<file path="config.mk">
export PLATFORM = sky130hd
export DESIGN_NAME = wdt_rstctl
export DESIGN_NICKNAME = d
export VERILOG_FILES = /design/src/rtl/wdt_pkg.sv /design/src/rtl/wdt_prescaler.sv /design/src/rtl/wdt_counter.sv /design/src/rtl/wdt_rctl.sv /design/src/rtl/wdt_reset_fsm.sv /design/src/rtl/wdt_rstctl.sv
export SDC_FILE = /design/constraint.sdc
export NUM_CORES = 1
export LEC_CHECK = 0
export ABC_AREA = 0
export BUFFER_PORTS_ARGS = -buffer_cell sky130_fd_sc_hd__buf_2
export CAP_MARGIN = 20
export CORE_MARGIN = 3
export CORE_UTILIZATION = 40
export DETAILED_ROUTE_END_ITERATION = 10
export GPL_ROUTABILITY_DRIVEN = 0
export SETUP_SLACK_MARGIN = 0.02
export SYNTH_ARGS = -nofsm -noshare
export SYNTH_HDL_FRONTEND = slang
export SYNTH_HIERARCHICAL = 1
export SYNTH_SLANG_ARGS = --single-unit
</file>
<file path="constraint.sdc">
create_clock -name clk -period 4 [get_ports clk]
set_input_delay 0.6 -clock clk [delete_from_list [all_inputs] [get_ports clk]]
set_output_delay 0.6 -clock clk [all_outputs]
set_load 0.02 [all_outputs]
</file>
<file path="src/rtl/wdt_pkg.sv">
package wdt_pkg;
    localparam int DIV_W = 13;
    localparam int CNT_W = 8;
    localparam int SEL_W = 3;

    localparam logic [1:0] A_TCTL  = 2'd0;
    localparam logic [1:0] A_COUNT = 2'd1;
    localparam logic [1:0] A_RCTL  = 2'd2;

    localparam logic [7:0] KEY_FLAG = 8'hA5;
    localparam logic [7:0] KEY_CTRL = 8'h5A;

    typedef enum logic {
        S_WATCH,
        S_RESET
    } wdt_state_e;

    // divider bit count for each select code: 2^n system clocks per tick
    function automatic logic [3:0] sel_shift(input logic [SEL_W-1:0] sel);
        logic [3:0] s;
        unique case (sel)
            3'd0: s = 4'd1;
            3'd1: s = 4'd6;
            3'd2: s = 4'd7;
            3'd3: s = 4'd8;
            3'd4: s = 4'd9;
            3'd5: s = 4'd10;
            3'd6: s = 4'd12;
            default: s = 4'd13;
        endcase
        return s;
    endfunction
endpackage

</file>
<file path="src/rtl/wdt_prescaler.sv">
module wdt_prescaler
    import wdt_pkg::*;
(
    input  logic             clk,
    input  logic             rst_n,
    input  logic [SEL_W-1:0] clk_sel,
    output logic             tick
);
    logic [DIV_W-1:0] div_cnt;
    logic [DIV_W:0]   span;
    logic [DIV_W-1:0] mask;

    always_ff @(posedge clk or negedge rst_n) begin
        if (!rst_n) div_cnt <= '0;
        else        div_cnt <= div_cnt + 1'b1;
    end

    always_comb begin
        span = (DIV_W+1)'(1) << sel_shift(clk_sel);
        mask = DIV_W'(span - 1'b1);
        tick = &(div_cnt | ~mask);
    end
endmodule

</file>
<file path="src/rtl/wdt_counter.sv">
module wdt_counter
    import wdt_pkg::*;
(
    input  logic             clk,
    input  logic             rst_n,
    input  logic             tick,
    input  logic             hold,
    input  logic             req_en,
    input  logic             wr_ctl,
    input  logic             wr_cnt,
    input  logic [7:0]       wdata,
    output logic             run,
    output logic [SEL_W-1:0] clk_sel,
    output logic [CNT_W-1:0] cnt,
    output logic             ovf_evt
);
    logic irst;

    assign ovf_evt = !hold && run && tick && (cnt == '1) && !wr_cnt;
    assign irst    = hold || (ovf_evt && req_en);

    always_ff @(posedge clk or negedge rst_n) begin
        if (!rst_n) begin
            run     <= 1'b0;
            clk_sel <= '0;
            cnt     <= '0;
        end else if (irst) begin
            run     <= 1'b0;
            clk_sel <= '0;
            cnt     <= '0;
        end else begin
            if (wr_ctl) begin
                run     <= wdata[3];
                clk_sel <= wdata[SEL_W-1:0];
            end
            if (wr_cnt)          cnt <= wdata[CNT_W-1:0];
            else if (run && tick) cnt <= cnt + 1'b1;
        end
    end

    assert_cnt_hold_R2: assert property (@(posedge clk) disable iff (!rst_n)
        (!wr_cnt && !irst && !(run && tick)) |=> $stable(cnt));

    assert_irst_clear_R10: assert property (@(posedge clk) disable iff (!rst_n)
        irst |=> (cnt == '0 && !run && clk_sel == '0));
endmodule

</file>
<file path="src/rtl/wdt_rctl.sv">
module wdt_rctl
    import wdt_pkg::*;
(
    input  logic       clk,
    input  logic       rst_n,
    input  logic       standby,
    input  logic       wr_rctl,
    input  logic [7:0] key,
    input  logic [2:0] wbits,
    input  logic       ovf_evt,
    output logic       ovf_flag,
    output logic       req_en,
    output logic       req_kind
);
    logic clr_hit, ctl_hit;

    assign clr_hit = wr_rctl && (key == KEY_FLAG) && !wbits[2];
    assign ctl_hit = wr_rctl && (key == KEY_CTRL);

    always_ff @(posedge clk or negedge rst_n) begin
        if (!rst_n) begin
            ovf_flag <= 1'b0;
            req_en   <= 1'b0;
            req_kind <= 1'b0;
        end else if (standby) begin
            ovf_flag <= 1'b0;
            req_en   <= 1'b0;
            req_kind <= 1'b0;
        end else begin
            if (ovf_evt)      ovf_flag <= 1'b1;
            else if (clr_hit) ovf_flag <= 1'b0;
            if (ctl_hit) begin
                req_en   <= wbits[1];
                req_kind <= wbits[0];
            end
        end
    end

    assert_flag_set_R4: assert property (@(posedge clk) disable iff (!rst_n)
        (ovf_evt && !standby) |=> ovf_flag);

    assert_flag_sticky_R5: assert property (@(posedge clk) disable iff (!rst_n)
        (ovf_flag && !clr_hit && !standby) |=> ovf_flag);

    assert_ctl_hold_R6: assert property (@(posedge clk) disable iff (!rst_n)
        (!ctl_hit && !standby) |=> $stable({req_en, req_kind}));

    assert_standby_init_R11: assert property (@(posedge clk) disable iff (!rst_n)
        standby |=> (!ovf_flag && !req_en && !req_kind));
endmodule

</file>
<file path="src/rtl/wdt_reset_fsm.sv">
module wdt_reset_fsm #(
    parameter int PULSE_LEN = 512
) (
    input  logic clk,
    input  logic rst_n,
    input  logic ovf_evt,
    input  logic req_en,
    output logic in_reset,
    output logic wdt_req
);
    import wdt_pkg::*;
    localparam int PW = (PULSE_LEN > 1) ? $clog2(PULSE_LEN) : 1;
    localparam logic [PW-1:0] LAST = PW'(PULSE_LEN - 1);

    wdt_state_e state, state_nx;
    logic [PW-1:0] pcnt, pcnt_nx;

    always_comb begin
        state_nx = state;
        pcnt_nx  = pcnt;
        unique case (state)
            S_WATCH: if (ovf_evt && req_en) begin
                state_nx = S_RESET;
                pcnt_nx  = '0;
            end
            S_RESET: if (pcnt == LAST) begin
                state_nx = S_WATCH;
                pcnt_nx  = '0;
            end else begin
                pcnt_nx = pcnt + 1'b1;
            end
        endcase
    end

    always_ff @(posedge clk or negedge rst_n) begin
        if (!rst_n) begin
            state <= S_WATCH;
            pcnt  <= '0;
        end else begin
            state <= state_nx;
            pcnt  <= pcnt_nx;
        end
    end

    always_comb begin
        in_reset = (state == S_RESET);
        wdt_req  = (state == S_RESET);
    end

    assert_req_cause_R8: assert property (@(posedge clk) disable iff (!rst_n)
        $rose(wdt_req) |-> $past(ovf_evt && req_en));

    assert_pulse_len_R8: assert property (@(posedge clk) disable iff (!rst_n)
        $fell(wdt_req) |-> ($past(pcnt) == LAST));
endmodule

</file>
<file path="src/rtl/wdt_rstctl.sv">
module wdt_rstctl
    import wdt_pkg::*;
#(
    parameter int PULSE_LEN = 512
) (
    input  logic        clk,
    input  logic        rst_n,
    input  logic        standby,
    input  logic        bus_wr,
    input  logic [1:0]  bus_addr,
    input  logic [15:0] bus_wdata,
    output logic [7:0]  bus_rdata,
    output logic        wdt_req,
    output logic        wdt_kind
);
    logic             tick, in_reset, ovf_evt, run;
    logic             ovf_flag, req_en, req_kind;
    logic [SEL_W-1:0] clk_sel;
    logic [CNT_W-1:0] cnt;
    logic             wr_ctl, wr_cnt, wr_rctl;

    assign wr_ctl  = bus_wr && (bus_addr == A_TCTL);
    assign wr_cnt  = bus_wr && (bus_addr == A_COUNT);
    assign wr_rctl = bus_wr && (bus_addr == A_RCTL);

    wdt_prescaler u_pre (
        .clk(clk), .rst_n(rst_n), .clk_sel(clk_sel), .tick(tick)
    );

    wdt_counter u_cnt (
        .clk(clk), .rst_n(rst_n), .tick(tick), .hold(in_reset),
        .req_en(req_en), .wr_ctl(wr_ctl), .wr_cnt(wr_cnt),
        .wdata(bus_wdata[7:0]), .run(run), .clk_sel(clk_sel),
        .cnt(cnt), .ovf_evt(ovf_evt)
    );

    wdt_rctl u_rctl (
        .clk(clk), .rst_n(rst_n), .standby(standby), .wr_rctl(wr_rctl),
        .key(bus_wdata[15:8]), .wbits(bus_wdata[7:5]), .ovf_evt(ovf_evt),
        .ovf_flag(ovf_flag), .req_en(req_en), .req_kind(req_kind)
    );

    wdt_reset_fsm #(.PULSE_LEN(PULSE_LEN)) u_fsm (
        .clk(clk), .rst_n(rst_n), .ovf_evt(ovf_evt), .req_en(req_en),
        .in_reset(in_reset), .wdt_req(wdt_req)
    );

    assign wdt_kind = req_kind;

    always_comb begin
        unique case (bus_addr)
            A_TCTL:  bus_rdata = {4'b0000, run, clk_sel};
            A_COUNT: bus_rdata = cnt;
            A_RCTL:  bus_rdata = {ovf_flag, req_en, req_kind, 5'b11111};
            default: bus_rdata = 8'h00;
        endcase
    end
endmodule

</file>
==> results of run 1 <==
kinds of logic (layout without fill, tap and decap cells):
logic type	after synthesis	in the layout	share of synthesized area, %
other	1	1	0.162
XOR/XNOR	13	13	4.93
multiplexers	8	8	3.52
AND/OR/NAND/NOR	93	93	24.3
buffers and inverters	17	48	3.68
adder cells (fa/ha/maj)	6	6	3.25
AO/OA/AOI/OAI	61	61	19.0
flip-flops	38	38	41.2
per-stage QoR:
| stage | total power, mW | setup WS [ps] | cell area (µm²) | hold WS (ps) | utilization [%] |
|---|---|---|---|---|---|
| after global placement | 0.605 | 708 | 2500 | 469 | 45.2 |
| after floorplan | 0.550 | 925 | 2310 | 304 | - |
| after CTS | 0.920 | 512 | 2610 | 449 | 47.2 |
| after global routing | 0.962 | 218 | 2610 | 488 | 47.2 |
| after detailed placement | 0.607 | 556 | 2500 | 466 | 45.2 |
| final | 0.905 | 504 | 2610 | 421 | 47.2 |
cell usage in the layout, fill, tap and decap left out, types with 5 or more instances in the layout:
cell	n
inv_1	9
ha_1	6
nor3_1	5
nor2_1	17
xnor2_1	11
dfrtp_1	38
nand2_1	20
nand3_1	9
and3_1	6
clkbuf_8	8
buf_2	31
a31oi_1	6
a21oi_1	14
mux2i_1	7
o21ai_1	5
critical path, stage by stage, from the launching register on:
cell and delay (ps):
dfrtp_1 490, or3_4 420, ha_1 290, nor2b_1 170, a21oi_1 120, o2111ai_1 120
a211oi_1 530, nand2_2 190, nor3_1 250, and4_1 280, a21oi_1 190, mux2_2 320
report_power, final:
part | internal [mW] | switching (mW) | total (mW) | leakage (nW)
Clock | 0.174 | 0.133 | 0.307 | 0.0575
Sequential | 0.407 | 0.0375 | 0.444 | 0.460
Combinational | 0.0667 | 0.0869 | 0.154 | 0.626
Total | 0.648 | 0.258 | 0.905 | 1.14
final cells by class:
cell class / instances / share of cell area (%)
Timing Repair Buffer: 31 / 5.94
Inverter: 9 / 1.29
Sequential cell: 38 / 36.4
Multi-Input combinational cell: 182 / 48.7
Clock buffer: 8 / 4.21
Tap cell: 72 / 3.45
flip-flops by register name, indices dropped and copies added (netlist names):
name and count:
u_fsm/in_reset 1, u_rctl/req_en 1, u_cnt/clk_sel 3, u_cnt/run 1, u_cnt/cnt 8, u_pre/div_cnt 13, u_rctl/ovf_flag 1, u_fsm/pcnt 9
u_rctl/req_kind 1
worst max path at each step:
stage,from,slack (ps),endpoint
floorplan,u_cnt/clk_sel[0],930,u_fsm/pcnt[0]
global placement,u_cnt/clk_sel[1],710,u_fsm/pcnt[0]
detailed placement,u_cnt/clk_sel[0],560,u_fsm/pcnt[0]
CTS,u_cnt/clk_sel[1],510,u_fsm/pcnt[0]
global route,u_cnt/clk_sel[1],220,u_fsm/pcnt[0]
finish,u_cnt/clk_sel[1],500,u_fsm/pcnt[0]
per-layer routing:
| metal | vias to the layer above | track usage, % | share of wire, % |
|---|---|---|---|
| li1 | 942 | - | - |
| met1 | 900 | 21.3 | 47 |
| met2 | 41 | 26.1 | 48 |
| met3 | 2 | 3.73 | 4.8 |
| met4 | 0 | 3.49 | 0.40 |
| met5 | - | 0 | 0 |
==> results.yml, run 1 <==
routing:
  via_per_inst: 5.54
  drt_iter0_drc: 91
  vias: 1885
  wirelength_um: 4970
  drc: 0
  dr.pass1.iters: 4
  routedWlPerCell_um: 14.6
  final_antenna_net_count: 0
timing:
  slew_headroom_pct: 43.1
  skew_ps: 10.5
  worst_pin_slew_ps: 854
  period_share_pct: 87.4
  finalCriticalPeriod_ps: 3500
  tns_ps: 0
  max_freq_mhz: 286
  rsz0062_at_grt: "false"
  setup_viol: 0
  finalHoldViolCount: 0
  slew_violations: 0
setup_path:
  crit_path_max_fanout: 10
  r2r_start: "u_cnt/clk_sel[1]"
  critPathRequiredTime_ps: 4170
  r2r_end: "u_fsm/pcnt[0]"
  r2r_slack_ps: 500
  crit_type: "reg2reg"
  rr_worst_depth: 11
  crit_arrival_ps: 3660
  crit_path_end_kind: "flop"
  startpoint_type: "flop"
finish:
  stdcell_count: 340
  drive_gt1_share_pct: 21.3
  finalNetCount: 295
  fillers: 550
  areaGrowthSynthToFinish_pct: 13.2
  antennaDiodeCount: 0
  multi_input_area_mm2: 0.00127
  seq_area_um2: 951
clock_tree:
  cts_setup_buffers: 0
  ctsRootBufferMaster: "clkbuf_8"
  clock_tree.buffer_depth: 2
  clock-sinks: 38
  cts_tree: "done"
  clk_pin_slew_ps: 80
  cts.htree.levels: 2
  cts_buffers: 5
  hold_buffers: 0
  postCtsResizedCells: 0
  clk_latency_ps: 290
global_route:
  grt_first_pass_wirelength_um: 8250
  grt_pass1_vias: 1720
  grt-ovfl-total: 0
  antenna_found_initial: 0
  grtUsageTotal_pct: 15.9
  grt_max_degree: 39
synth:
  synth_flop_cell: "dfrtp_1"
  synth_edf_count: 0
  synth_top_area_share_pct: 41.2
  synth_nets: 265
  netlist_area_mm2: 0.00231
  async_flop_share_pct: 100
  synth_cell_types: 61
  synth_area_leaders: "dfrtp_1 (41%), xnor2_1 (4.2%), ha_1 (3.3%)"
  synth_area_leader_cell: "dfrtp_1"
  netlist_instances: 237
  ys_warn_count: 6
  synth.top_cells.by_count: "dfrtp_1 (38), nand2_1 (20), nor2_1 (17)"
  syn_area_per_cell_um2: 9.75
  synth_seq_cells: 38
  ys_seq_area_share_pct: 41.2
  yosysMostFrequentCell: "dfrtp_1"
pwr:
  powerDensity_mw_per_mm2: 346
  p_leak_nw: 1.14
  ir_drop_mv: 0.133
floorplanning:
  die_y_um: 82.0
  die_w_um: 82.0
  ios: 32
  die_area_mm2: 0.00672
  start_util_pct: 41.7
  rows: 27
  core-area_mm2: 0.00554
run:
  cap_viol_max_count: 0
place:
  dp_cells: 332
  dpl.hpwl_um: 3710
  io_buffers: 31
hold_path:
  hold_path_class: "in2async"
outcome:
  status: "complete, no violations"
Note: power is estimated with default switching activity, not from simulation.
==> inputs of run 2 (changes only) <==
REMOVE_ABC_BUFFERS = 1   (was not set)
SLEW_MARGIN = 10   (was not set)
==> results.yml, run 2 (synthesis gave the netlist of run 1 again) <==
finish:
  drive_gt1_share_pct: 21.0
  largest_register_ffs: 13
  areaGrowthSynthToFinish_pct: 11.8
  finalNetCount: 295
  reg.largest.list: "u_pre/div_cnt x13, u_fsm/pcnt x9, u_cnt/cnt x8"
  stdcell_count: 339
  fillers: 569
  design_area_mm2: 0.00258
  final_common_cell: "dfrtp_1"
  most-common-layout-cells: "dfrtp_1 (38), buf_2 (31), nand2_1 (20)"
  top_register: "u_pre/div_cnt"
  utilization_pct: 46.6
  antennaDiodeCount: 0
pwr:
  powerDensity_mw_per_mm2: 327
  ir_drop_mv: 0.146
  p_leak_nw: 1.13
  totalPowerFinal_uw: 846
global_route:
  grt-ovfl-total: 0
  grtUsageTotal_pct: 16.2
  grt_pass1_vias: 1781
  antenna_found_initial: 0
  grt_max_degree: 39
  grt_first_pass_wirelength_um: 8450
routing:
  via_per_inst: 5.58
  routedWlPerCell_um: 14.6
  drt_iter0_drc: 78
  dr.pass1.iters: 6
  drc: 0
  wirelength_um: 4950
  final_antenna_net_count: 0
  vias: 1891
hold_path:
  hold_path_class: "in2async"
place:
  dpl.hpwl_um: 3610
  dp_cells: 332
  placed_area_mm2: 0.00250
  place_ws_ps: 597
  io_buffers: 31
clock_tree:
  clk_pin_slew_ps: 70
  ctsRootBufferMaster: "clkbuf_8"
  clock_tree.buffer_depth: 2
  hold_buffers: 0
  postCtsResizedCells: 0
  clk_latency_ps: 280
  cts.htree.levels: 2
  cts_setup_buffers: 0
  clock-sinks: 38
  cts_buffers: 5
  cts_tree: "done"
floorplanning:
  core-area_mm2: 0.00554
  rows: 27
  ios: 32
  die_w_um: 82.0
  die_area_mm2: 0.00672
  die_y_um: 82.0
  start_util_pct: 41.7
timing:
  period_share_pct: 86.0
  max_freq_mhz: 291
  slew_violations: 0
  setup_viol: 0
  slew_headroom_pct: 43.3
  finalHoldViolCount: 0
  rsz0062_at_grt: "false"
  timing.final.ws_setup_ps: 559
  skew_ps: 8.70
  finalCriticalPeriod_ps: 3440
  worst_pin_slew_ps: 851
  holdWs_ps: 419
  tns_ps: 0
run:
  cap_viol_max_count: 0
setup_path:
  rr_worst_depth: 11
  cpPeakStageDelay_ps: 500
  crit_top_cell: "a21oi_1"
  r2r_slack_ps: 560
  critPathRequiredTime_ps: 4170
  crit_type: "reg2reg"
  crit_chain: "or3_4 -> ha_1 -> nor2b_1 -> a21oi_1 -> o2111ai_1 -> a211oi_1 -> nand2_2 -> nor3_1 -> and4_1 -> a21oi_1 -> mux2_2"
  crit_path_max_fanout: 8
  crit_path_end_kind: "flop"
  r2r_end: "u_fsm/pcnt[0]"
  crit_slowest_cell: "a211oi_1"
  cp_num_buf_inv: 0
  r2r_start: "u_cnt/clk_sel[0]"
  critPathTopFamily: "simple AND/OR/NAND/NOR gates"
  startpoint_type: "flop"
  crit_arrival_ps: 3610
outcome:
  status: "complete, no violations"
[run 2: cell count changes in the layout (fill, tap and decap cells not counted)]
| cell | delta |
|---|---|
| clkbuf_8 | -3 |
| clkinv_2 | +2 |
[run 2: where the power goes]
group	internal, mW	total, mW	switching (mW)
clock	0.117	0.245	0.128
sequential	0.407	0.445	0.0378
combinational	0.0671	0.156	0.0886
total	0.591	0.846	0.255
[run 2: layer usage]
metal	vias up	GRT usage (%)	part of all wire, %
met1	906	21.6	49
met3	2	3.51	4.8
met2	41	26.3	46
li1	942	-	-
met5	-	0	0
met4	0	4.82	0.49
[run 2: worst max-delay path by stage]
stage	from	end	slack, ps	cells after the start
floorplan	u_cnt/clk_sel[0]	u_fsm/pcnt[0]	940	11
global placement	u_cnt/clk_sel[1]	u_fsm/pcnt[0]	700	11
global route	u_cnt/clk_sel[0]	u_fsm/pcnt[0]	200	11
CTS	u_cnt/clk_sel[0]	u_fsm/pcnt[0]	560	11
detailed placement	u_cnt/clk_sel[0]	u_fsm/pcnt[0]	600	11
finish	u_cnt/clk_sel[0]	u_fsm/pcnt[0]	560	11
[run 2: area by class of cell]
class / count / area, µm² / share of cell area, %
clock buffers: 5 / 68.8 / 2.66
clock inverters: 2 / 10.0 / 0.388
inverters: 9 / 33.8 / 1.31
multi-input cells: 182 / 1270 / 49.3
flip-flops and latches: 38 / 951 / 36.8
well taps: 72 / 90.1 / 3.49
repair buffers: 31 / 155 / 6.01
==> inputs of run 3 (changes only) <==
PLACE_DENSITY = 0.7   (was not set)
==> results.yml, run 3 (synthesis gave the netlist of run 1 again) <==
timing:
  tns_ps: 0
  slew_headroom_pct: 43.6
  rsz0062_at_grt: "false"
  slew_violations: 0
  setup_viol: 0
  worst_pin_slew_ps: 846
  skew_ps: 6.75
  max_freq_mhz: 295
  finalCriticalPeriod_ps: 3390
  period_share_pct: 84.7
  finalHoldViolCount: 0
finish:
  antennaDiodeCount: 0
  stdcell_count: 340
  drive_gt1_share_pct: 21.3
  fillers: 532
  reg.largest.list: "u_pre/div_cnt x13, u_fsm/pcnt x9, u_cnt/cnt x8"
  finalNetCount: 295
  most-common-layout-cells: "dfrtp_1 (38), buf_2 (31), nand2_1 (20)"
  final_common_cell: "dfrtp_1"
  top_register: "u_pre/div_cnt"
  largest_register_ffs: 13
  areaGrowthSynthToFinish_pct: 13.1
setup_path:
  rr_worst_depth: 11
  crit_path_max_fanout: 10
  crit_type: "reg2reg"
  crit_path_end_kind: "flop"
  crit_arrival_ps: 3560
  startpoint_type: "flop"
  critPathRequiredTime_ps: 4170
floorplanning:
  die_area_mm2: 0.00672
  die_w_um: 82.0
  rows: 27
  core-area_mm2: 0.00554
  die_y_um: 82.0
  ios: 32
  start_util_pct: 41.7
global_route:
  grtUsageTotal_pct: 15.7
  top_usage_layer: "met2"
  grt_max_degree: 39
  grt-ovfl-total: 0
  grt_first_pass_wirelength_um: 8220
  antenna_found_initial: 0
  use_met3_pct: 3.29
  met1_usage_pct: 19.9
  use_met2_pct: 26.6
  grt_pass1_vias: 1802
routing:
  dr.pass1.iters: 4
  vias: 1943
  wirelength_um: 4890
  via_per_inst: 5.71
  routedWlPerCell_um: 14.4
  final_antenna_net_count: 0
  drt_iter0_drc: 113
  drc: 0
clock_tree:
  clk_latency_ps: 290
  hold_buffers: 0
  cts_buffers: 5
  clock_tree.buffer_depth: 2
  cts.htree.levels: 2
  cts_tree: "done"
  ctsRootBufferMaster: "clkbuf_8"
  cts_setup_buffers: 0
  clk_pin_slew_ps: 80
  postCtsResizedCells: 0
  clock-sinks: 38
hold_path:
  hold_path_class: "in2async"
place:
  dpl.hpwl_um: 3580
  dp_cells: 332
  io_buffers: 31
run:
  cap_viol_max_count: 0
pwr:
  powerDensity_mw_per_mm2: 353
  ir_drop_mv: 0.139
  p_leak_nw: 1.14
outcome:
  status: "complete, no violations"
## run 3: cell count changes in the layout (fill, tap and decap cells not counted)
cell and change:
bufinv_16 +1
## run 3: through the flow
stage	setup slack (ps)	hold slack (ps)	power [mW]	cell area [µm²]	util, %
2_1_floorplan	938	304	0.548	2260	-
3_3_place_gp	710	469	0.602	2500	45.2
3_5_place_dp	603	468	0.606	2500	45.2
4_1_cts	589	447	0.930	2610	47.2
5_1_grt	190	484	0.973	2610	47.2
6_report	614	409	0.921	2610	47.2
## run 3: final timing paths
check,slack (ps),to,start
min in group clk,480,u_fsm/pcnt[7],u_fsm/pcnt[7]
min reg2reg,480,u_fsm/pcnt[7],u_fsm/pcnt[7]
max in group asynchronous,3050,u_cnt/clk_sel[0],rst_n
max,610,u_fsm/pcnt[0],u_cnt/clk_sel[1]
min,410,u_pre/div_cnt[7],rst_n
max reg2reg,610,u_fsm/pcnt[0],u_cnt/clk_sel[1]
## run 3: report_power, final
| group | total [mW] | internal [mW] | leakage [nW] | switching, mW |
|---|---|---|---|---|
| clock network | 0.323 | 0.184 | 0.0579 | 0.139 |
| logic | 0.154 | 0.0669 | 0.626 | 0.0870 |
| registers | 0.445 | 0.407 | 0.460 | 0.0379 |
| total | 0.921 | 0.657 | 1.14 | 0.264 |
## run 3: area by class of cell
type | instances | area (µm²) | share of cell area (%)
clock inverter | 3 | 40.0 | 1.53
tap | 72 | 90.1 | 3.45
timing repair buffer | 31 | 155 | 5.94
sequential | 38 | 951 | 36.4
multi-input combinational | 182 | 1270 | 48.8
inverter | 9 | 33.8 | 1.29
clock buffer | 5 | 68.8 | 2.63
## run 3: worst max-delay path: stages, from the launching register on
cell and delay, ps:
dfrtp_1 480, or3_4 420, ha_1 300, nor2b_1 170, a21oi_1 120, o2111ai_1 130
a211oi_1 480, nand2_2 180, nor3_1 240, and4_1 250, a21oi_1 180, mux2_2 310
## run 3: routing by layer
metal / vias up / part of all wire, % / wire (µm)
met5: - / 0 / 0
met4: 0 / 0.61 / 30
met3: 5 / 5.8 / 281
met2: 64 / 48 / 2350
met1: 937 / 46 / 2220
li1: 937 / - / -
